<file path="config.mk">
export PLATFORM = sky130hd
export DESIGN_NAME = bond_start_align
export DESIGN_NICKNAME = d
export VERILOG_FILES = /design/src/rtl/bond_align_pkg.sv /design/src/rtl/bond_delay_line.sv /design/src/rtl/bond_launch_ctrl.sv /design/src/rtl/bond_lane.sv /design/src/rtl/bond_start_align.sv
export SDC_FILE = /design/constraint.sdc
export NUM_CORES = 1
export LEC_CHECK = 0
export ABC_AREA = 1
export BUFFER_PORTS_ARGS = -buffer_cell sky130_fd_sc_hd__buf_2
export CAP_MARGIN = 10
export CORE_MARGIN = 3
export CORE_UTILIZATION = 52
export DETAILED_ROUTE_END_ITERATION = 16
export PLACE_DENSITY_LB_ADDON = 0.12
export SLEW_MARGIN = 0
export SYNTH_ARGS = -nofsm -noshare
export SYNTH_HDL_FRONTEND = slang
export SYNTH_SLANG_ARGS = --single-unit
export TNS_END_PERCENT = 10
</file>
<file path="constraint.sdc">
create_clock -name clk -period 1.25 [get_ports clk]
set_input_delay 0.0625 -clock clk [delete_from_list [all_inputs] [get_ports clk]]
set_output_delay 0.0625 -clock clk [all_outputs]
set_load 0.02 [all_outputs]
</file>
<file path="src/rtl/bond_align_pkg.sv">
`timescale 1ns/1ps
package bond_align_pkg;

  // Hop count between a lane and the source lane.
  function automatic int hop_dist(input int lane, input int src);
    return (lane > src) ? (lane - src) : (src - lane);
  endfunction

  // Largest hop count in the group.
  function automatic int max_dist(input int lanes, input int src);
    int far_hi;
    far_hi = lanes - 1 - src;
    return (far_hi > src) ? far_hi : src;
  endfunction

  // Hold time a lane adds so that it lines up with the farthest lane.
  function automatic int comp_cycles(input int lane, input int lanes, input int src, input int hop);
    return hop * (max_dist(lanes, src) - hop_dist(lane, src));
  endfunction

  // Edges from request acceptance to the aligned pulse.
  function automatic int total_latency(input int lanes, input int src, input int hop);
    return hop * max_dist(lanes, src);
  endfunction

endpackage

</file>
<file path="src/rtl/bond_delay_line.sv">
`timescale 1ns/1ps
module bond_delay_line #(
  parameter int DEPTH = 2
) (
  input  logic clk,
  input  logic rst,
  input  logic d,
  output logic q
);
  if (DEPTH == 0) begin : pass_g
    assign q = d;
  end else begin : reg_g
    logic [DEPTH-1:0] sr;
    always_ff @(posedge clk) begin
      if (rst) begin
        sr <= '0;
      end else begin
        sr[0] <= d;
        for (int j = 1; j < DEPTH; j++) sr[j] <= sr[j-1];
      end
    end
    assign q = sr[DEPTH-1];
  end
endmodule

</file>
<file path="src/rtl/bond_launch_ctrl.sv">
`timescale 1ns/1ps
module bond_launch_ctrl #(
  parameter int LAT = 6,
  localparam int CW = $clog2(LAT + 2)
) (
  input  logic          clk,
  input  logic          rst,
  input  logic          start_req,
  output logic          launch_o,
  output logic          busy_o,
  output logic [CW-1:0] in_flight_o
);
  logic accept;
  logic [CW-1:0] cnt_q;

  assign busy_o      = (cnt_q != '0);
  assign accept      = start_req && !busy_o;
  assign in_flight_o = cnt_q;

  always_ff @(posedge clk) begin
    if (rst) begin
      launch_o <= 1'b0;
      cnt_q    <= '0;
    end else begin
      launch_o <= accept;
      if (accept)          cnt_q <= CW'(LAT);
      else if (cnt_q != 0) cnt_q <= cnt_q - 1'b1;
    end
  end


  ignored_req_chk: assert property (@(posedge clk) disable iff (rst)
    (start_req && busy_o) |=> !launch_o);


  drain_step_chk: assert property (@(posedge clk) disable iff (rst)
    busy_o |=> (in_flight_o == $past(in_flight_o) - 1'b1));
endmodule

</file>
<file path="src/rtl/bond_lane.sv">
`timescale 1ns/1ps
module bond_lane #(
  parameter int COMP    = 0,
  parameter int STATE_W = 8
) (
  input  logic               clk,
  input  logic               rst,
  input  logic               tok_in,
  output logic               start_o,
  output logic [STATE_W-1:0] state_o
);
  bond_delay_line #(.DEPTH(COMP)) comp_u (
    .clk (clk),
    .rst (rst),
    .d   (tok_in),
    .q   (start_o)
  );

  always_ff @(posedge clk) begin
    if (rst)          state_o <= '0;
    else if (start_o) state_o <= '0;
    else              state_o <= state_o + 1'b1;
  end


  state_clear_chk: assert property (@(posedge clk) disable iff (rst)
    start_o |=> (state_o == '0));
endmodule

</file>
<file path="src/rtl/bond_start_align.sv">
`timescale 1ns/1ps
module bond_start_align
  import bond_align_pkg::*;
#(
  parameter int NUM_LANES  = 6,
  parameter int MASTER_IDX = (NUM_LANES - 1) / 2,
  parameter int HOP_LAT    = 2,
  parameter int STATE_W    = 8
) (
  input  logic                         clk,
  input  logic                         rst,
  input  logic                         start_req,
  output logic [NUM_LANES-1:0]         lane_start,
  output logic [NUM_LANES*STATE_W-1:0] lane_state
);
  localparam int DMAX = max_dist(NUM_LANES, MASTER_IDX);
  localparam int LAT  = total_latency(NUM_LANES, MASTER_IDX, HOP_LAT);
  localparam int CW   = $clog2(LAT + 2);

  logic                 launch;
  logic                 busy;
  logic [CW-1:0]        in_flight;
  logic [NUM_LANES-1:0] tok_in;

  bond_launch_ctrl #(.LAT(LAT)) launch_u (
    .clk         (clk),
    .rst         (rst),
    .start_req   (start_req),
    .launch_o    (launch),
    .busy_o      (busy),
    .in_flight_o (in_flight)
  );

  for (genvar i = 0; i < NUM_LANES; i++) begin : lane_g
    localparam int COMP = comp_cycles(i, NUM_LANES, MASTER_IDX, HOP_LAT);

    if (i == MASTER_IDX) begin : src_g
      assign tok_in[i] = launch;
    end else if (i < MASTER_IDX) begin : lo_g
      bond_delay_line #(.DEPTH(HOP_LAT)) hop_u (
        .clk (clk), .rst (rst), .d (tok_in[i+1]), .q (tok_in[i]));
    end else begin : hi_g
      bond_delay_line #(.DEPTH(HOP_LAT)) hop_u (
        .clk (clk), .rst (rst), .d (tok_in[i-1]), .q (tok_in[i]));
    end

    bond_lane #(.COMP(COMP), .STATE_W(STATE_W)) lane_u (
      .clk     (clk),
      .rst     (rst),
      .tok_in  (tok_in[i]),
      .start_o (lane_start[i]),
      .state_o (lane_state[i*STATE_W +: STATE_W])
    );

    if (i != MASTER_IDX) begin : align_g

      state_align_chk: assert property (@(posedge clk) disable iff (rst)
        lane_state[i*STATE_W +: STATE_W] == lane_state[MASTER_IDX*STATE_W +: STATE_W]);
    end
  end


  pulse_coincide_chk: assert property (@(posedge clk) disable iff (rst)
    (lane_start == '0) || (lane_start == '1));

  if (LAT > 0) begin : lat_g

    pulse_timing_chk: assert property (@(posedge clk) disable iff (rst)
      lane_start[MASTER_IDX] |-> (in_flight == '0) && ($past(in_flight) == CW'(1)));


    single_cycle_chk: assert property (@(posedge clk) disable iff (rst)
      lane_start[MASTER_IDX] |=> !lane_start[MASTER_IDX]);
  end


  initial begin
    src_range_chk: assert (MASTER_IDX >= 0 && MASTER_IDX < NUM_LANES && HOP_LAT >= 1 && DMAX >= 0);
  end
endmodule

</file>
-- Word-level counts from Yosys, hierarchy flattened
Index checks and enable logic that the tools add are counted.
- memory bits (writable): 0
- flip-flop bits (word level): 80
- latch bits: 0
- ROM bits: 0
- input port bits: 3
- logic and storage cells: 39
- memories kept: 0
- div/mod/pow operators: 0
- multiply operators: 0
- multiplexer cells: 2
- shift-type cells: 0
- add/sub/neg operators: 7
- bitwise operators: 0
- eq/ne operators: 0
- reductions and logical operators: 11
- magnitude comparators: 0
- operators by type and width (cell ; count):
    $add 8x1->8 const B ; 6
    $reduce_or 2->1 ; 7
    $mux 3 ; 2
    $reduce_bool 3->1 ; 1
    $sub 3x1->3 const B ; 1
    $reduce_bool 2->1 ; 1
    $logic_and 1x1->1 ; 1
    $logic_not 1->1 ; 1

-- Depth between registers and ports, before layout
- word-level depth: 4
- mapped depth: 6
- mapped depth without buffers: 6

-- Cells and area by module
Synthesis repeated with hierarchy kept, for this count alone.
- cells, all modules: 386
- area, all modules: 2969.1 sq um
- by module, submodules not included (module ; sequential area each (sq um) ; cells an instance ; area an instance (sq um) ; instances):
    bond_lane ; 160.2 ; 45 ; 329.1 ; 6
    bond_delay_line (lane_g[0].lane_u.comp_u ...) ; 40.0 ; 6 ; 55.1 ; 7
    bond_delay_line (lane_g[1].lane_u.comp_u ...) ; 80.1 ; 12 ; 110.1 ; 2
    bond_launch_ctrl ; 80.1 ; 31 ; 216.5 ; 1
    bond_delay_line (lane_g[2].lane_u.comp_u) ; 120.1 ; 18 ; 165.2 ; 1
    bond_delay_line (lane_g[5].lane_u.comp_u) ; 0.0 ; 1 ; 7.5 ; 1

-- Least setup slack after synthesis
OpenSTA, ideal clock, no wires.
- kind: register -> register
- start: reg lane_g[5].lane_u.state_o[0]
- end: reg lane_g[5].lane_u.state_o[6]
- clock period less this slack: 1.194 ns
- library setup time: 0.113 ns
- arrival time: 1.081 ns
- cell stages (with the launch flop): 7
- path slack: 0.056 ns
- path through: dfxtp_1 ha_1 nand3_1 nor2_1 nand2_1 nand2_1 nor2_1
- cells in the longest elaborated chain, start to end: 1
- ends and longest elaborated chain (item ; line ; RTL):
    from (decl) ; bond_lane.sv:10 ; output logic [STATE_W-1:0] state_o
    from (signal assigned) ; bond_lane.sv:22 ; else state_o <= state_o + 1'b1;
    $add 8x1->8 ; bond_lane.sv:22 ;
Every way passes these cells.
A chain may end at the register's enable or synchronous reset.

-- Worst setup path in the final report
- start: reg lane_g[0].lane_u.state_o[0]
- end: reg lane_g[0].lane_u.state_o[4]
- cells in the longest elaborated chain, start to end: 1
- ends and longest elaborated chain (item ; line):
    from (decl) ; bond_lane.sv:10
    from (signal assigned) ; bond_lane.sv:22
    $add 8x1->8 ; bond_lane.sv:22
Every way passes these cells.

==> summary.md <==
| Metric | Value |
|---|---|
| Max Fclk | ~0.9 GHz |
| Post-synth EDFFs | 0 |
| Largest net degree at the start of global routing | 23 |
| Setup Buffers After CTS | 0 |
| Commonest non-fill, non-tap cell in the layout | nor2_1 |
| Power Total | ~4 mW |
| Top Ports | 57 |
| Clock transition at path regs | around 0.06 ns |
| Setup TNS | 0 ns |
| Asr flop ratio synth | 0% |
| Synth Register Bits | 58 |
| Initial antenna violation count | 0 |
| Post-DP HPWL | ~3.2 mm |
| Relative slew slack | 74.7% |
| Mapped cell area | 0.00236 mm^2 |
| Vias in the first global route | 1765 |
| Cells along the critical path | ha_1 > nand3_1 > o21ai_0 > a21oi_1 |
| Slew of the pin with the lowest slew margin | roughly 0.38 ns |
| Peak supply drop | 0.694 mV |
| WS Path Type | reg -> reg |
| Worst skew pair latency | approximately 0.32 ns |
| Final #Nets | around 390 |
| Worst Hold Slack | between 0.06 and 0.07 ns |
| CP Data Required Time | between 1 and 1.5 ns |
| DR iter-0 viols | 63 |
| DRT Pass-1 Iters | 4 |
| Mapped Cells | ~310 |
| Final setup violating endpoints | 0 |
| Total Die Area | 0.00538 mm^2 |
| Most frequent cells in the layout | 78 x nor2_1, 58 x nand2_1, 57 x dfxtp_1 |
| Setup crit end kind | register |
| CTS tree | built |
| Syn avg cell area | 7.56 um^2 |
| ANT cells | 0 |
| Area added between synthesis and finish | 19.9% |
| Design Area, Final | 0.00283 mm^2 |
| DRC Markers | 0 |
| Die width | about 73 um |
| Syn Nets | 323 |
| Tcrit/Tclk final | 89.4% |
| GRT Residual Overflow | 0 |
| Crit start category | register |
| Crit-path max cell delay | 0.42 ns |
| # port buffers | 56 |
| Via count | approximately 2000 |
| Main flop type after synthesis | dfxtp_1 |
| Initial Util | 56.6% |
| Root buf cell | clkbuf_8 |
| Global-route wire length before repair | between 7 and 8 mm |
| CTS max path bufs | 2 |
| Via/cell ratio | between 4 and 5 |
| Post-Route Skew | a little under 0.006 ns |
| Leakage | 1.27 nW |
| Chip Height | 73.4 um |
| Post-route ant nets | 0 |
| Status | finished, final reports clean |
| Row count | 23 |
| Max-Cap Viols | 0 |
| Layout cells sized above 1 | about a fifth |
| Placed Area | roughly 0.0027 mm^2 |
| GRT Util Overall | about 18% |
| WL final | between 4 and 5 mm |
| Tightest Hold Check Type | in -> reg |
| CTS Buf Count | 9 |
| Total power per unit cell area | between 1000 and 1500 mW/mm^2 |
| Max Slew Vio Count | 0 |
| Minimum clock period | approximately 1.1 ns |
| CP max-delay cell | dfxtp_1 |
| Hold Vio Cnt, Final | 0 |
| Clock sink count | 58 |
| Register area share after synthesis | 49.2% |
| Max Fanout on Critical Path | 5 |
| # fillers | between 300 and 400 |
| Global placement routability congestion | roughly 0.83 |
| RSZ-0062 raised after global routing | false |
| # H-tree levels | 3 |
| CP arrival | 1.33 ns |
| Yosys cell types | 24 |
| Per-cell routed wire length | 10.5 um |
| Warnings, synthesis | 0 |
| Core Region | approximately 0.0042 mm^2 |
[area by class of cell]
| class | instances | area [um^2] | share of cell area, % |
|---|---|---|---|
| Clock buffer | 13 | 149 | 5.26 |
| Clock inverter | 3 | 15.0 | 0.531 |
| Inverter | 32 | 120 | 4.24 |
| Multi-Input combinational cell | 211 | 993 | 35.1 |
| Sequential cell | 58 | 1160 | 41.1 |
| Tap cell | 50 | 62.6 | 2.21 |
| Timing Repair Buffer | 62 | 328 | 11.6 |
[Yosys cell counts, types with 2 or more instances]
library cell  instances  area share, %
a21oi_1              21            4.5
buf_2                 2           0.42
buf_4                 7            2.2
buf_6                 2           0.95
dfxtp_1              58             49
ha_1                  8            4.2
inv_1                31            4.9
nand2_1              58            9.2
nand3_1              20            4.2
nor2_1               78             12
nor3_1                3           0.64
o21ai_0               7            1.5
o21ai_1               2           0.42
xnor2_1               5            1.9
[per-layer routing]
layer,track usage (%),up-vias,wire length [um]
met5,0,-,0
met4,9.05,0,89
met3,4.65,8,281
met2,28.5,56,1980
met1,22.5,878,2140
li1,-,1093,-
[report_power, final]
group / internal, mW / switching [mW] / total, mW / leakage, nW
clock network: 0.765 / 0.664 / 1.43 / 0.0872
logic: 0.194 / 0.303 / 0.497 / 0.715
registers: 1.96 / 0.0931 / 2.06 / 0.472
[state kept, by name (all words and copies together), names as in the netlist]
signal / flops
lane_g.lane_u.state_o: 48
launch_u.in_flight_o: 3
launch_u.launch_o: 1
lane_g.lo_g.hop_u.reg_g.sr: 2
lane_g.lane_u.comp_u.reg_g.sr: 4
[repair_timing]
item,CTS,global route
gates resized for setup,0,1
endpoints found under the hold margin,1,0
hold buffers,1,0
endpoints found under the setup margin,0,2
[stage by stage]
stage | instances | utilization, % | setup slack, ns
after floorplan | 312 | - | 0.0563
after global placement | 412 | 63.6 | 0.166
after detailed placement | 412 | 63.6 | 0.127
after CTS | 429 | 67.8 | 0.124
after global routing | 429 | 67.8 | 0.0189
final | 429 | 67.8 | 0.132
[worst max-delay path: cells and delay by family, from the launching register on]
family                     cells  cell delay (ns)
AOI/OAI and AO/OA              2             0.20
and+or+nand+nor                1             0.11
adders and majority gates      1             0.27
DFF                            1             0.42
[worst paths after layout]
kind	from	end	slack (ns)	depth (start not counted)
worst max register to register	lane_g[0].lane_u.state_o[0]$_SDFF_PP0_	lane_g[0].lane_u.state_o[4]$_SDFF_PP0_	0.13	4
worst max-delay path	lane_g[0].lane_u.state_o[0]$_SDFF_PP0_	lane_g[0].lane_u.state_o[4]$_SDFF_PP0_	0.13	4
worst min-delay path	rst	lane_g[0].lane_u.comp_u.reg_g.sr[1]$_SDFF_PP0_	0.06	2
worst min register to register	lane_g[1].lane_u.comp_u.reg_g.sr[1]$_SDFF_PP0_	lane_g[0].lane_u.comp_u.reg_g.sr[0]$_SDFF_PP0_	0.40	2
[cells by family after synthesis]
family	count (synthesis)	synth area share [%]
buf+inv	43	8.70
fa+ha+maj	8	4.24
flops	58	49.2
simple gates	164	28.3
xor+xnor	6	2.23
compound gates	33	7.37
No activity file was read; power rests on OpenSTA's default activity.
